File: src/rtl/lcl_timer_pkg.sv
package lcl_timer_pkg;
  localparam int ADDR_W = 2;
  localparam logic [ADDR_W-1:0] RA_DIV   = 2'd0;
  localparam logic [ADDR_W-1:0] RA_INIT  = 2'd1;
  localparam logic [ADDR_W-1:0] RA_CURR  = 2'd2;
  localparam logic [ADDR_W-1:0] RA_CTRL  = 2'd3;

  localparam int DIV_W      = 4;
  localparam logic [DIV_W-1:0] DIV_KEEP = 4'hB;
  localparam int SHIFT_W    = 3;
  localparam int VEC_W      = 8;
  localparam int CTRL_W     = 18;
  localparam int CTRL_MASK  = 16;
  localparam int CTRL_PER   = 17;

  // code = {d3,d1,d0}; shift = (code+1) mod 8
  function automatic logic [SHIFT_W-1:0] div_to_shift(input logic [DIV_W-1:0] d);
    logic [SHIFT_W-1:0] code;
    code = {d[3], d[1:0]};
    return code + 3'd1;
  endfunction
endpackage

File: src/rtl/lcl_timer_regs.sv
module lcl_timer_regs
  import lcl_timer_pkg::*;
#(
  parameter int DATA_W = 32,
  parameter int CNT_W  = 32
) (
  input  logic              clk,
  input  logic              rst_n,
  input  logic              we,
  input  logic [ADDR_W-1:0] waddr,
  input  logic [DATA_W-1:0] wdata,
  input  logic [ADDR_W-1:0] raddr,
  input  logic [CNT_W-1:0]  cur_cnt,
  output logic [DATA_W-1:0] rdata,
  output logic [DIV_W-1:0]  div_q,
  output logic [CNT_W-1:0]  init_q,
  output logic [CTRL_W-1:0] ctrl_q,
  output logic              init_ld
);
  assign init_ld = we && (waddr == RA_INIT);

  always_ff @(posedge clk) begin
    if (!rst_n) begin
      div_q  <= '0;
      init_q <= '0;
      ctrl_q <= '0;
    end else if (we) begin
      case (waddr)
        RA_DIV:  div_q  <= wdata[DIV_W-1:0] & DIV_KEEP;
        RA_INIT: init_q <= wdata[CNT_W-1:0];
        RA_CTRL: ctrl_q <= wdata[CTRL_W-1:0];
        default: ;
      endcase
    end
  end

  always_comb begin
    case (raddr)
      RA_DIV:  rdata = DATA_W'(div_q);
      RA_INIT: rdata = DATA_W'(init_q);
      RA_CURR: rdata = DATA_W'(cur_cnt);
      default: rdata = DATA_W'(ctrl_q);
    endcase
  end
endmodule

File: src/rtl/lcl_timer_prescale.sv
module lcl_timer_prescale
  import lcl_timer_pkg::*;
(
  input  logic               clk,
  input  logic               rst_n,
  input  logic               restart,
  input  logic [SHIFT_W-1:0] shift,
  output logic               tick
);
  localparam int PRE_W = (1 << SHIFT_W) - 1;

  logic [PRE_W-1:0] pre_q;
  logic [PRE_W-1:0] low_mask;

  assign low_mask = ~({PRE_W{1'b1}} << shift);
  assign tick     = &(pre_q | ~low_mask);

  always_ff @(posedge clk) begin
    if (!rst_n || restart) pre_q <= '0;
    else                   pre_q <= pre_q + 1'b1;
  end

  a_r3_restart_clears: assert property (@(posedge clk) disable iff (!rst_n)
    restart |=> !tick || (shift == '0));
endmodule

File: src/rtl/lcl_timer_counter.sv
module lcl_timer_counter #(
  parameter int CNT_W = 32
) (
  input  logic             clk,
  input  logic             rst_n,
  input  logic             ld,
  input  logic [CNT_W-1:0] ld_val,
  input  logic [CNT_W-1:0] init_q,
  input  logic             periodic,
  input  logic             tick,
  output logic [CNT_W-1:0] cnt_q,
  output logic             expire
);
  logic running;
  logic at_zero;

  assign at_zero = (cnt_q == '0);
  assign running = (init_q != '0) && (periodic || !at_zero);
  assign expire  = !ld && tick && running && (cnt_q == CNT_W'(1));

  always_ff @(posedge clk) begin
    if (!rst_n)                cnt_q <= '0;
    else if (ld)               cnt_q <= ld_val;
    else if (tick && running)  cnt_q <= at_zero ? init_q : cnt_q - 1'b1;
  end

  a_r3_load: assert property (@(posedge clk) disable iff (!rst_n)
    ld |=> cnt_q == $past(ld_val));
  a_r4_oneshot_holds_zero: assert property (@(posedge clk) disable iff (!rst_n)
    (!periodic && at_zero && !ld) |=> at_zero);
  a_r5_periodic_reload: assert property (@(posedge clk) disable iff (!rst_n)
    (periodic && tick && at_zero && init_q != '0 && !ld) |=> cnt_q == $past(init_q));
  a_r8_zero_init_idle: assert property (@(posedge clk) disable iff (!rst_n)
    (init_q == '0 && !ld) |=> at_zero);
endmodule

File: src/rtl/lcl_timer_irq.sv
module lcl_timer_irq
  import lcl_timer_pkg::*;
(
  input  logic             clk,
  input  logic             rst_n,
  input  logic             expire,
  input  logic             masked,
  input  logic [VEC_W-1:0] vec_in,
  output logic             irq_valid,
  input  logic             irq_ready,
  output logic [VEC_W-1:0] irq_vector
);
  logic raise;
  logic slot_free;

  assign raise     = expire && !masked;
  assign slot_free = !irq_valid || irq_ready;

  always_ff @(posedge clk) begin
    if (!rst_n) begin
      irq_valid  <= 1'b0;
      irq_vector <= '0;
    end else if (raise && slot_free) begin
      irq_valid  <= 1'b1;
      irq_vector <= vec_in;
    end else if (irq_ready) begin
      irq_valid  <= 1'b0;
    end
  end

  a_r6_masked_silent: assert property (@(posedge clk) disable iff (!rst_n)
    (expire && masked && !irq_valid) |=> !irq_valid);
  a_r7_hold_until_ready: assert property (@(posedge clk) disable iff (!rst_n)
    (irq_valid && !irq_ready) |=> irq_valid && $stable(irq_vector));
  a_r10_handshake_refire: assert property (@(posedge clk) disable iff (!rst_n)
    (irq_valid && irq_ready && expire && !masked) |=> irq_valid);
endmodule

File: src/rtl/lcl_timer.sv
module lcl_timer
  import lcl_timer_pkg::*;
#(
  parameter int DATA_W = 32,
  parameter int CNT_W  = 32
) (
  input  logic              clk,
  input  logic              rst_n,
  input  logic              reg_we,
  input  logic [1:0]        reg_waddr,
  input  logic [DATA_W-1:0] reg_wdata,
  input  logic [1:0]        reg_raddr,
  output logic [DATA_W-1:0] reg_rdata,
  output logic              irq_valid,
  input  logic              irq_ready,
  output logic [7:0]        irq_vector
);
  logic [DIV_W-1:0]  div_q;
  logic [CNT_W-1:0]  init_q;
  logic [CTRL_W-1:0] ctrl_q;
  logic              init_ld;
  logic              tick;
  logic [CNT_W-1:0]  cnt_q;
  logic              expire;

  lcl_timer_regs #(.DATA_W(DATA_W), .CNT_W(CNT_W)) u_regs (
    .clk(clk), .rst_n(rst_n), .we(reg_we), .waddr(reg_waddr), .wdata(reg_wdata),
    .raddr(reg_raddr), .cur_cnt(cnt_q), .rdata(reg_rdata),
    .div_q(div_q), .init_q(init_q), .ctrl_q(ctrl_q), .init_ld(init_ld)
  );

  lcl_timer_prescale u_pre (
    .clk(clk), .rst_n(rst_n), .restart(init_ld),
    .shift(div_to_shift(div_q)), .tick(tick)
  );

  lcl_timer_counter #(.CNT_W(CNT_W)) u_cnt (
    .clk(clk), .rst_n(rst_n), .ld(init_ld), .ld_val(reg_wdata[CNT_W-1:0]),
    .init_q(init_q), .periodic(ctrl_q[CTRL_PER]), .tick(tick),
    .cnt_q(cnt_q), .expire(expire)
  );

  lcl_timer_irq u_irq (
    .clk(clk), .rst_n(rst_n), .expire(expire), .masked(ctrl_q[CTRL_MASK]),
    .vec_in(ctrl_q[VEC_W-1:0]), .irq_valid(irq_valid), .irq_ready(irq_ready),
    .irq_vector(irq_vector)
  );
endmodule

File: config.mk
export PLATFORM = sky130hd
export DESIGN_NAME = lcl_timer
export DESIGN_NICKNAME = d
export VERILOG_FILES = /design/src/rtl/lcl_timer_pkg.sv /design/src/rtl/lcl_timer_regs.sv /design/src/rtl/lcl_timer_prescale.sv /design/src/rtl/lcl_timer_counter.sv /design/src/rtl/lcl_timer_irq.sv /design/src/rtl/lcl_timer.sv
export SDC_FILE = /design/constraint.sdc
export NUM_CORES = 1
export LEC_CHECK = 0
export BUFFER_PORTS_ARGS = -buffer_cell sky130_fd_sc_hd__buf_2
export CORE_MARGIN = 2
export CORE_UTILIZATION = 35
export CTS_BUF_LIST = sky130_fd_sc_hd__clkbuf_4
export DETAILED_ROUTE_END_ITERATION = 10
export GPL_ROUTABILITY_DRIVEN = 0
export PLACE_DENSITY_LB_ADDON = 0.05
export SYNTH_ARGS = -nofsm -noshare
export SYNTH_HDL_FRONTEND = slang
export SYNTH_SLANG_ARGS = --single-unit
File: constraint.sdc
create_clock -name clk -period 7 [get_ports clk]
set_input_delay 1.4 -clock clk [delete_from_list [all_inputs] [get_ports clk]]
set_output_delay 1.4 -clock clk [all_outputs]
set_load 0.03 [all_outputs]
==> summary.json, run 1 <==
{
  "global_routing": {
    "grt-ovfl-total": 0,
    "use_met2_pct": 35.4,
    "grt_pass1_wl_mm": 29.6,
    "grtUsageMet3_pct": 4.79,
    "grt-busiest-layer": "met2",
    "grt_start_max_net_pins": 65,
    "first_global_vias": 5324,
    "antenna_found_initial": 1,
    "gr-usage-all-layers_pct": 22.6,
    "groute.layer.met1.usage_pct": 31.6
  },
  "detailed_routing": {
    "post-route-drc-count": 0,
    "drt-wirelength-per-cell_um": 19.1,
    "drt_first_pass_iters": 6,
    "wirelength_mm": 18.3,
    "detailroute.via_count": 5433,
    "route.antenna.remaining_nets": 0,
    "drt-initial-drc-count": 410,
    "routed_via_density": 5.67
  },
  "timing": {
    "grt_setup_unrepaired": "false",
    "finalCritPeriodShare_pct": 66.6,
    "fin_setup_tns_ns": 0,
    "fmax_mhz": 215,
    "max_clock_skew_ns": 0.0138,
    "min_period_ns": 4.66,
    "timing.max_slew.rel_slack_pct": 23.6,
    "final-setup-viol-count": 0,
    "finalHoldWorstSlack_ns": 0.465,
    "hold_viol_final": 0,
    "worst_slew_pin_slew_ns": 1.14,
    "drv_slew": 0
  },
  "final_layout": {
    "areaGrowthSynthToFinish_pct": 11.2,
    "final_nets": 790,
    "final_cell_mix": "sky130_fd_sc_hd__nand2_1 (152), sky130_fd_sc_hd__dfxtp_1 (101), sky130_fd_sc_hd__a21oi_1 (83)",
    "post_route_cells_drive_above_1_share_pct": 16.6,
    "instances_no_fill": 958,
    "final_design_area_excluding_fillers_um2": 6140,
    "layout_commonest_cell": "sky130_fd_sc_hd__nand2_1"
  },
  "clock_tree": {
    "cell_chosen_for_the_clock_root": "sky130_fd_sc_hd__clkbuf_4",
    "clkTransAtPathRegs_ns": 0.15,
    "cts_hold_buffers": 0,
    "clkLatencyLatePin_ns": 0.48,
    "clock_tree.buffer_depth": 2,
    "htreeDepth": 3,
    "cts_tree": "built",
    "cts-buffers-inserted": 9,
    "post_cts.repair.setup_buffers": 0,
    "clock_sink_count": 101,
    "ctsResizeCount": 0
  },
  "placement": {
    "post-place-cells": 942,
    "io_buffer_count": 80,
    "post_dp_hpwl_mm": 12.0,
    "postPlaceCellArea_um2": 6010
  },
  "worst_setup_path": {
    "required_ns": 5.60,
    "critical_path.max_stage_delay_ns": 0.97,
    "cpMaxStageDelayCell": "sky130_fd_sc_hd__nor2b_1",
    "cp_max_fo": 20,
    "cell_breakdown_of_the_critical_path": "buf_2, nor2b_1, a22o_1, buf_2",
    "worst_setup_path_class": "in -> out",
    "critPathLaunchType": "input pin",
    "critPathArrivalTime_ns": 3.26,
    "cp_most_frequent_cell": "sky130_fd_sc_hd__buf_2",
    "worst_setup_path_end_kind": "output port"
  },
  "pwr": {
    "sw_frac_of_total_pct": 39.5,
    "static-leakage-power_uw": 0.00229,
    "share_seq_of_total_power_pct": 44.4,
    "cell_internal_pwr_uw": 926,
    "net-switching-power_uw": 606,
    "power.share.clock_pct": 20.7,
    "power.share.combinational_pct": 34.9,
    "power.density_nw_per_um2": 250,
    "max-vdd-ir-drop_mv": 0.105
  },
  "logic_synthesis": {
    "netlist_instances": 700,
    "post_synth_instance_area_um2": 5520,
    "yosys.cell_types.count": 63,
    "yosysSeqAreaShare_pct": 36.6,
    "synth.yosys.warnings": 0,
    "synth-seq-cells": 101,
    "yosys_most_used_dff": "sky130_fd_sc_hd__dfxtp_1",
    "synth.net_count": 748,
    "avgSynthCellArea_um2": 7.89,
    "async_reset_ff_share_pct": 0,
    "synth_edf_count": 0
  },
  "die": {
    "dieHeight_um": 130,
    "die_area_um2": 16800,
    "floorplan_row_count": 45,
    "ioPinCount": 81,
    "floorplan.die.width_um": 130,
    "initial_utilization_pct": 36.0,
    "placeableCoreArea_um2": 15300
  },
  "worst_hold_path": {
    "min_path_type": "reg -> reg"
  },
  "flow_run": {
    "cap_violations": 0
  },
  "outcome": {
    "status": "finished, final reports clean"
  }
}
==> cell usage after synthesis (all sizes together) (2+ instances only) <==
| library cell | instances | share of area [%] |
|---|---|---|
| nand2 | 152 | 10 |
| dfxtp | 101 | 37 |
| a21oi | 83 | 7.5 |
| clkbuf | 38 | 2.6 |
| nor2 | 33 | 2.2 |
| o21ai | 31 | 2.8 |
| a22o | 29 | 4.6 |
| nor4 | 20 | 2.8 |
| buf | 16 | 1.5 |
| nand3 | 14 | 1.3 |
| mux2 | 12 | 2.4 |
| inv | 11 | 0.75 |
| xor2 | 11 | 1.7 |
| mux2i | 10 | 1.8 |
| nand4 | 10 | 1.2 |
| nor3 | 10 | 1.1 |
| a31oi | 9 | 1.1 |
| o211ai | 9 | 1.2 |
| a211o | 8 | 1.3 |
| ha | 8 | 1.8 |
| xnor2 | 7 | 1.1 |
| and3 | 6 | 0.68 |
| a221oi | 5 | 0.79 |
| o21a | 5 | 0.68 |
| a221o | 4 | 0.73 |
| and4 | 4 | 0.68 |
| nor2b | 4 | 0.45 |
| o31ai | 4 | 0.54 |
| a311oi | 3 | 0.48 |
| and2 | 3 | 0.34 |
| mux4 | 3 | 1.2 |
| o22ai | 3 | 0.34 |
| or3 | 3 | 0.34 |
| or4 | 3 | 0.48 |
| a211oi | 2 | 0.27 |
| a21boi | 2 | 0.27 |
| a32o | 2 | 0.36 |
| nand4b | 2 | 0.32 |
| nor3b | 2 | 0.27 |
| o21bai | 2 | 0.27 |
| o221ai | 2 | 0.32 |
| o32ai | 2 | 0.32 |
| o41ai | 2 | 0.32 |
==> cells by family after synthesis <==
logic type      after synthesis  share of synthesized area, %
fa+ha+maj                     8                          1.81
compound gates              213                          25.2
flops                       101                          36.6
xor+xnor                     18                          2.86
buf+inv                      65                          4.85
mux                          25                          5.49
simple gates                270                          23.1
==> area by class of cell <==
cell class | count | area (um2)
clock inverter | 3 | 37.5
sequential | 101 | 2020
inverter | 11 | 41.3
antenna | 1 | 2.50
timing repair buffer | 85 | 438
clock buffer | 12 | 90.1
fill | 1630 | 9180
multi-input combinational | 534 | 3240
tap | 211 | 264
==> state kept, by name, summed over array words and instances, names as in the netlist <==
| name | count |
|---|---|
| u_regs.div_q | 3 |
| u_pre.pre_q | 7 |
| u_cnt.cnt_q | 32 |
| u_irq.irq_valid | 1 |
| u_irq.irq_vector | 8 |
| u_regs.init_q | 32 |
| u_regs.ctrl_q | 18 |
==> critical path: cells and delay by family <==
kind | cells | cell delay (ns)
compound gates | 1 | 0.26
buf+inv | 2 | 0.63
simple gates | 1 | 0.97
==> power groups by stage <==
stage,Combinational (uW),Sequential (uW),Clock [uW]
floorplan,419,666,0
global placement,523,691,0
detailed placement,531,691,0
CTS,535,678,329
global route,598,689,351
finish,535,680,316
==> worst paths after layout <==
path	startpoint	to	slack, ns	cells after the start
worst max register to register	u_cnt.cnt_q[4]	u_cnt.cnt_q[27]	3.59	6
worst min-delay path	u_irq.irq_vector[0]	u_irq.irq_vector[0]	0.46	2
worst min register to register	u_irq.irq_vector[0]	u_irq.irq_vector[0]	0.46	2
worst max-delay path	reg_raddr[1]	reg_rdata[19]	2.34	4
==> routing by layer <==
| layer | vias up | part of all wire [%] |
|---|---|---|
| met5 | - | 0 |
| met4 | 0 | 1.4 |
| met3 | 19 | 5.7 |
| met2 | 167 | 46 |
| met1 | 2613 | 47 |
| li1 | 2634 | - |
==> per-stage QoR <==
| step | power [uW] | setup WS, ns | utilization [%] |
|---|---|---|---|
| floorplan | 1080 | 2.89 | - |
| global placement | 1210 | 2.44 | 39.2 |
| detailed placement | 1220 | 2.35 | 39.2 |
| CTS | 1540 | 2.35 | 40.0 |
| global route | 1640 | 2.17 | 40.1 |
| finish | 1530 | 2.34 | 40.1 |
(Power assumes the default switching activity.)
==> run 2, diff against run 1 <==
--- a/config.mk
+++ b/config.mk
@@ -5,6 +5,7 @@
 export SDC_FILE = /design/constraint.sdc
 export NUM_CORES = 1
 export LEC_CHECK = 0
+export ABC_AREA = 1
 export BUFFER_PORTS_ARGS = -buffer_cell sky130_fd_sc_hd__buf_2
 export CORE_MARGIN = 2
 export CORE_UTILIZATION = 35
==> constraint.sdc (replaced) <==
create_clock -name clk -period 4.82 [get_ports clk]
set_input_delay 0.964 -clock clk [delete_from_list [all_inputs] [get_ports clk]]
set_output_delay 0.964 -clock clk [all_outputs]
set_load 0.03 [all_outputs]
==> summary.json, run 2 <==
{
  "timing": {
    "min_period_ns": 3.48,
    "hold_viol_final": {"value": 0, "change": "unchanged"},
    "grt_setup_unrepaired": "false",
    "timing.max_slew.rel_slack": {"value": 30.0, "unit": "%", "change": "+6.3 points"},
    "finalHoldWorstSlack": {"value": 0.464, "unit": "ns", "change": "-0.000946 ns"},
    "drv_slew": {"value": 0, "change": "unchanged"},
    "fin_setup_tns": {"value": 0, "unit": "ns", "change": "unchanged"},
    "max_clock_skew": {"value": 0.0264, "unit": "ns", "change": "+0.0126 ns"},
    "final-setup-viol-count": {"value": 0, "change": "unchanged"},
    "finalCritPeriodShare_pct": 72.2,
    "worst_slew_pin_slew": {"value": 1.05, "unit": "ns", "change": "-0.0967 ns"},
    "fmax_mhz": 287
  },
  "die": {
    "ioPinCount": {"value": 81, "change": "unchanged"},
    "floorplan_row_count": {"value": 47, "change": "+4.4%"},
    "placeableCoreArea": {"value": 16600, "unit": "um2", "change": "+8.7%"},
    "dieHeight": {"value": 135, "unit": "um", "change": "+3.9%"},
    "initial_utilization": {"value": 35.9, "unit": "%", "change": "-0.14 points"},
    "floorplan.die.width": {"value": 135, "unit": "um", "change": "+3.9%"},
    "die_area": {"value": 18100, "unit": "um2", "change": "+8.0%"}
  },
  "logic_synthesis": {
    "ys_top_cells_by_area": "sky130_fd_sc_hd__dfxtp_1 (34%), sky130_fd_sc_hd__nand2_1 (18%), sky130_fd_sc_hd__nor2_1 (11%)",
    "netlist_instances": {"value": 972, "change": "+39%"},
    "synth_common_cells": "sky130_fd_sc_hd__nand2_1 (279), sky130_fd_sc_hd__nor2_1 (170), sky130_fd_sc_hd__dfxtp_1 (101), sky130_fd_sc_hd__inv_1 (98), sky130_fd_sc_hd__nand3_1 (74)",
    "synth-seq-cells": {"value": 101, "change": "unchanged"},
    "avgSynthCellArea": {"value": 6.15, "unit": "um2", "change": "-22%"},
    "yosys_most_used_dff": "sky130_fd_sc_hd__dfxtp_1",
    "yosys.cell_count.top_type": "sky130_fd_sc_hd__nand2_1",
    "synth.net_count": {"value": 1020, "change": "+36%"},
    "synth_edf_count": {"value": 0, "change": "unchanged"},
    "synth.yosys.warnings": {"value": 0, "change": "unchanged"},
    "async_reset_ff_share": {"value": 0, "unit": "%", "change": "unchanged"},
    "yosys.cell_types.count": {"value": 34, "change": "-46%"},
    "synth_top_cell_by_area": "sky130_fd_sc_hd__dfxtp_1",
    "yosysSeqAreaShare": {"value": 33.8, "unit": "%", "change": "-2.8 points"},
    "synth_largest_type_area_fraction": {"value": 33.8, "unit": "%", "change": "-2.8 points"},
    "post_synth_instance_area": {"value": 5980, "unit": "um2", "change": "+8.3%"}
  },
  "clock_tree": {
    "cts_tree": "built",
    "clkLatencyLatePin": {"value": 0.50, "unit": "ns", "change": "+0.02 ns"},
    "clkTransAtPathRegs": {"value": 0.14, "unit": "ns", "change": "about the same"},
    "post_cts.repair.setup_buffers": {"value": 0, "change": "unchanged"},
    "htreeDepth": {"value": 3, "change": "unchanged"},
    "cell_chosen_for_the_clock_root": "sky130_fd_sc_hd__clkbuf_4",
    "ctsResizeCount": {"value": 0, "change": "unchanged"},
    "cts_hold_buffers": {"value": 0, "change": "unchanged"},
    "clock_tree.buffer_depth": {"value": 2, "change": "unchanged"},
    "clock_sink_count": {"value": 101, "change": "unchanged"},
    "cts-buffers-inserted": {"value": 9, "change": "unchanged"}
  },
  "worst_setup_path": {
    "critPathArrivalTime": {"value": 2.52, "unit": "ns", "change": "-0.74 ns"},
    "critPathLaunchType": "input pin",
    "worst-r2r-setup-slack": {"value": 1.74, "unit": "ns", "change": "-1.85 ns"},
    "cp_max_fo": {"value": 17, "change": "-15%"},
    "worst_setup_path_class": "in -> out",
    "required": {"value": 3.86, "unit": "ns", "change": "-1.74 ns"},
    "worst_setup_path_end_kind": "output port"
  },
  "final_layout": {
    "final_cell_mix": "sky130_fd_sc_hd__nand2_1 (279), sky130_fd_sc_hd__nor2_1 (170), sky130_fd_sc_hd__dfxtp_1 (101)",
    "largest_registers": "u_cnt.cnt_q: 32 flops, u_regs.init_q: 32 flops, u_regs.ctrl_q: 18 flops",
    "final_nets": {"value": 1081, "change": "+37%"},
    "fill_cells": {"value": 1920, "change": "+18%"},
    "areaGrowthSynthToFinish_pct": 12.8,
    "post_route_cells_drive_above_1_share": {"value": 11.7, "unit": "%", "change": "-5.0 points"},
    "layout_commonest_cell": "sky130_fd_sc_hd__nand2_1"
  },
  "detailed_routing": {
    "drt-wirelength-per-cell": {"value": 16.2, "unit": "um", "change": "-15%"},
    "wirelength": {"value": 20.3, "unit": "mm", "change": "+11%"},
    "route.antenna.remaining_nets": {"value": 0, "change": "unchanged"},
    "post-route-drc-count": {"value": 0, "change": "unchanged"},
    "routed_via_density": {"value": 5.03, "change": "-11%"},
    "drt_first_pass_iters": {"value": 5, "change": "-1"},
    "drt-initial-drc-count": {"value": 405, "change": "-1.2%"},
    "detailroute.via_count": {"value": 6338, "change": "+17%"}
  },
  "flow_run": {
    "cap_violations": {"value": 0, "change": "unchanged"}
  },
  "placement": {
    "io_buffer_count": {"value": 80, "change": "unchanged"},
    "post_dp_hpwl": {"value": 15.1, "unit": "mm", "change": "+26%"}
  },
  "global_routing": {
    "grt-ovfl-total": {"value": 0, "change": "unchanged"},
    "gr-usage-all-layers": {"value": 22.7, "unit": "%", "change": "+0.11 points"},
    "grt_pass1_wl": {"value": 32.2, "unit": "mm", "change": "+9.0%"},
    "first_global_vias": {"value": 5995, "change": "+13%"},
    "antenna_found_initial": {"value": 1, "change": "unchanged"},
    "grt_start_max_net_pins": {"value": 58, "change": "-11%"}
  },
  "pwr": {
    "static-leakage-power": {"value": 0.00309, "unit": "uW", "change": "+35%"},
    "power.density": {"value": 528, "unit": "nW/um2", "change": "+110%"},
    "totalPowerFinal": {"value": 3560, "unit": "uW", "change": "+130%"},
    "max-vdd-ir-drop": {"value": 0.188, "unit": "mV", "change": "+78%"}
  },
  "worst_hold_path": {
    "min_path_type": "reg -> reg"
  },
  "outcome": {
    "status": "finished, final reports clean"
  }
}
[run 2: routing by layer]
metal / vias up / part of all wire (%) / GRT usage (%)
li1: 3280 / - / -
met1: 2886 / 47 / 29.9
met2: 153 / 47 / 38.5
met3: 19 / 4.4 / 3.49
met4: 0 / 1.5 / 6.61
met5: - / 0 / 0
[run 2: cell type report]
cell class / count / area (um2) / share of cell area [%]
antenna: 2 / 5.00 / 0.0743
clock buffer: 11 / 82.6 / 1.23
clock inverter: 4 / 97.6 / 1.45
inverter: 103 / 387 / 5.74
multi-input combinational: 728 / 3390 / 50.4
sequential: 101 / 2020 / 30.0
tap: 220 / 275 / 4.08
timing repair buffer: 90 / 475 / 7.06
[run 2: worst max-delay path: stages]
cell	delay, ns
sky130_fd_sc_hd__buf_2	0.11
sky130_fd_sc_hd__inv_1	0.13
sky130_fd_sc_hd__nor2_1	0.06
sky130_fd_sc_hd__buf_4	0.20
sky130_fd_sc_hd__inv_1	0.43
sky130_fd_sc_hd__o22ai_1	0.17
sky130_fd_sc_hd__a21oi_1	0.14
sky130_fd_sc_hd__o21ai_0	0.10
sky130_fd_sc_hd__buf_2	0.22
[run 2: stage by stage]
| step | utilization, % | setup slack, ns | std cells | instance area, um2 |
|---|---|---|---|---|
| 6_report | 40.5 | 1.34 | 1259 | 6740 |
| 3_5_place_dp | 39.4 | 1.34 | 1242 | 6550 |
| 4_1_cts | 40.5 | 1.35 | 1257 | 6730 |
| 3_3_place_gp | 39.4 | 1.41 | 1242 | 6550 |
| 2_1_floorplan | - | 1.57 | 972 | 5980 |
| 5_1_grt | 40.5 | 1.18 | 1258 | 6740 |
[run 2: kinds of logic after synthesis]
kind of cell / synth area share, %
simple gates: 38.9
compound gates: 14.8
buf+inv: 9.36
flops: 33.8
xor+xnor: 1.47
fa+ha+maj: 1.68
[run 2: worst paths after layout]
path	startpoint	to	depth (start not counted)
worst min register to register	u_regs.ctrl_q[15]	u_regs.ctrl_q[15]	2
worst max register to register	u_regs.div_q[1]	u_irq.irq_vector[2]	12
worst max-delay path	reg_raddr[1]	reg_rdata[1]	9
worst min-delay path	u_regs.ctrl_q[15]	u_regs.ctrl_q[15]	2
[run 2: where the power goes]
group          switching [uW]  total (uW)  internal, uW
clock                     296         568           272
combinational            1370        1970           602
sequential                103        1020           915
==> run 3, diff against run 2 <==
==> constraint.sdc (replaced) <==
create_clock -name clk -period 3.5 [get_ports clk]
set_input_delay 0.7 -clock clk [delete_from_list [all_inputs] [get_ports clk]]
set_output_delay 0.7 -clock clk [all_outputs]
set_load 0.03 [all_outputs]
==> summary.json, run 3 (synthesized netlist as in run 2, its figures left out) <==
{
  "outcome": {
    "status": "finished, final reports clean"
  },
  "die": {
    "placeableCoreArea": {"value": 16600, "unit": "um2", "change": "unchanged"},
    "dieHeight": {"value": 135, "unit": "um", "change": "unchanged"},
    "ioPinCount": {"value": 81, "change": "unchanged"},
    "floorplan_row_count": {"value": 47, "change": "unchanged"},
    "floorplan.die.width": {"value": 135, "unit": "um", "change": "unchanged"},
    "initial_utilization": {"value": 35.9, "unit": "%", "change": "unchanged"},
    "die_area": {"value": 18100, "unit": "um2", "change": "unchanged"}
  },
  "detailed_routing": {
    "wirelength": {"value": 20.0, "unit": "mm", "change": "-1.8%"},
    "drt-initial-drc-count": {"value": 481, "change": "+19%"},
    "route.antenna.remaining_nets": {"value": 0, "change": "unchanged"},
    "detailroute.via_count": {"value": 6307, "change": "-0.49%"},
    "drt_first_pass_iters": {"value": 7, "change": "+2"},
    "drt-wirelength-per-cell": {"value": 15.8, "unit": "um", "change": "-2.1%"},
    "routed_via_density": {"value": 5.00, "change": "-0.73%"},
    "post-route-drc-count": {"value": 0, "change": "unchanged"}
  },
  "worst_setup_path": {
    "cell_breakdown_of_the_critical_path": "buf_2, inv_1, nor2_1, inv_1, o22ai_1, a21oi_1, o21ai_0, buf_2",
    "critical_path.max_stage_delay": {"value": 0.40, "unit": "ns", "change": "-0.03 ns"},
    "rr_startpoint": "u_regs.div_q[1]",
    "critPathArrivalTime": {"value": 2.00, "unit": "ns", "change": "-0.52 ns"},
    "cpMaxStageDelayCell": "sky130_fd_sc_hd__inv_1",
    "worst_setup_path_startpoint": "reg_raddr[1]",
    "worst_setup_path_class": "in -> out",
    "cp_max_fo": {"value": 16, "change": "-1"},
    "worst_setup_path_end_kind": "output port",
    "critPathLaunchType": "input pin",
    "required": {"value": 2.80, "unit": "ns", "change": "-1.06 ns"}
  },
  "clock_tree": {
    "clkTransAtPathRegs": {"value": 0.16, "unit": "ns", "change": "+0.02 ns"},
    "post_cts.repair.setup_buffers": {"value": 0, "change": "unchanged"},
    "cts_hold_buffers": {"value": 0, "change": "unchanged"},
    "cell_chosen_for_the_clock_root": "sky130_fd_sc_hd__clkbuf_4",
    "htreeDepth": {"value": 3, "change": "unchanged"},
    "clkLatencyLatePin": {"value": 0.48, "unit": "ns", "change": "-0.02 ns"},
    "clock_tree.buffer_depth": {"value": 2, "change": "unchanged"},
    "clock_sink_count": {"value": 101, "change": "unchanged"},
    "ctsResizeCount": {"value": 0, "change": "unchanged"},
    "cts_tree": "built",
    "cts-buffers-inserted": {"value": 9, "change": "unchanged"}
  },
  "global_routing": {
    "gr-usage-all-layers": {"value": 22.6, "unit": "%", "change": "-0.099 points"},
    "grt_pass1_wl": {"value": 32.2, "unit": "mm", "change": "about the same"},
    "grt-ovfl-total": {"value": 0, "change": "unchanged"},
    "grt_start_max_net_pins": {"value": 58, "change": "unchanged"},
    "first_global_vias": {"value": 5987, "change": "-0.13%"},
    "antenna_found_initial": {"value": 1, "change": "unchanged"}
  },
  "pwr": {
    "static-leakage-power": {"value": 0.00308, "unit": "uW", "change": "-0.44%"},
    "totalPowerFinal": {"value": 4690, "unit": "uW", "change": "+32%"},
    "max-vdd-ir-drop": {"value": 0.295, "unit": "mV", "change": "+57%"},
    "power.density": {"value": 700, "unit": "nW/um2", "change": "+33%"}
  },
  "timing": {
    "drv_slew": {"value": 0, "change": "unchanged"},
    "final-setup-viol-count": {"value": 0, "change": "unchanged"},
    "fmax_mhz": 371,
    "finalHoldWorstSlack": {"value": 0.471, "unit": "ns", "change": "+0.00792 ns"},
    "timing.max_slew.rel_slack": {"value": 22.3, "unit": "%", "change": "-7.7 points"},
    "hold_viol_final": {"value": 0, "change": "unchanged"},
    "min_period_ns": 2.70,
    "grt_setup_unrepaired": "false",
    "finalCritPeriodShare_pct": 77.0,
    "max_clock_skew": {"value": 0.0156, "unit": "ns", "change": "-0.0108 ns"},
    "fin_setup_tns": {"value": 0, "unit": "ns", "change": "unchanged"},
    "worst_slew_pin_slew": {"value": 1.16, "unit": "ns", "change": "+0.112 ns"}
  },
  "final_layout": {
    "post_route_cells_drive_above_1_share": {"value": 12.0, "unit": "%", "change": "+0.34 points"},
    "fill_cells": {"value": 1945, "change": "+1.3%"},
    "largest_registers": "u_cnt.cnt_q: 32 flops, u_regs.init_q: 32 flops, u_regs.ctrl_q: 18 flops",
    "final_design_area_excluding_fillers": {"value": 6700, "unit": "um2", "change": "-0.59%"},
    "areaGrowthSynthToFinish_pct": 12.1,
    "layout_commonest_cell": "sky130_fd_sc_hd__nand2_1",
    "final_nets": {"value": 1084, "change": "+0.28%"},
    "post-route-util": {"value": 40.3, "unit": "%", "change": "-0.24 points"},
    "final_cell_mix": "sky130_fd_sc_hd__nand2_1 (279), sky130_fd_sc_hd__nor2_1 (170), sky130_fd_sc_hd__dfxtp_1 (101)"
  },
  "placement": {
    "post_dp_hpwl": {"value": 15.0, "unit": "mm", "change": "-0.84%"},
    "postPlaceCellArea": {"value": 6580, "unit": "um2", "change": "+0.34%"},
    "io_buffer_count": {"value": 80, "change": "unchanged"}
  },
  "flow_run": {
    "cap_violations": {"value": 0, "change": "unchanged"}
  },
  "worst_hold_path": {
    "worstHoldStart": "u_regs.ctrl_q[10]",
    "min_path_type": "reg -> reg"
  }
}
==> run 3: changes by cell type in the layout (fill, tap and decap cells not counted), sizes merged <==
| cell | change |
|---|---|
| buf | +3 |
| bufinv | -3 |
| clkinv | +3 |
| clkinvlp | +1 |
| diode | -1 |
==> run 3: report_power, final <==
part | switching, uW | total [uW] | internal, uW
logic | 1870 | 2710 | 839
registers | 143 | 1400 | 1260
clock network | 419 | 583 | 164
total | 2430 | 4690 | 2260
==> run 3: metal layers <==
layer / vias up / wire (um) / GRT usage, %
li1: 3288 / - / -
met1: 2854 / 9440 / 30.2
met2: 140 / 9300 / 38.2
met3: 25 / 836 / 2.52
met4: 0 / 396 / 7.43
met5: - / 0 / 0
==> run 3: path summary, 6_finish.rpt <==
kind	end	slack, ns	depth (start not counted)
worst max-delay path	reg_rdata[0]	0.80	8
worst min-delay path	u_regs.ctrl_q[10]	0.47	2
worst max register to register	u_cnt.cnt_q[19]	1.01	13
worst min register to register	u_regs.ctrl_q[10]	0.47	2
==> run 3: critical path, delay by kind of cell <==
kind                   cells  cell delay (ns)
AO/OA/AOI/OAI              3             0.39
AND/OR/NAND/NOR            1             0.07
buffers and inverters      4             0.83
==> run 3: through the flow <==
stage / std cells / worst slack, ns
2_1_floorplan: 972 / 0.775
3_3_place_gp: 1245 / 0.841
3_5_place_dp: 1245 / 0.806
4_1_cts: 1261 / 0.801
5_1_grt: 1262 / 0.637
6_report: 1262 / 0.803
==> run 3: layout make-up <==
cell class | count | area (um2) | share of cell area (%)
timing repair buffer | 93 | 498 | 7.43
sequential | 101 | 2020 | 30.2
antenna | 1 | 2.50 | 0.0374
inverter | 103 | 387 | 5.77
multi-input combinational | 728 | 3390 | 50.7
clock buffer | 11 | 82.6 | 1.23
tap | 220 | 275 | 4.11
clock inverter | 5 | 37.5 | 0.560
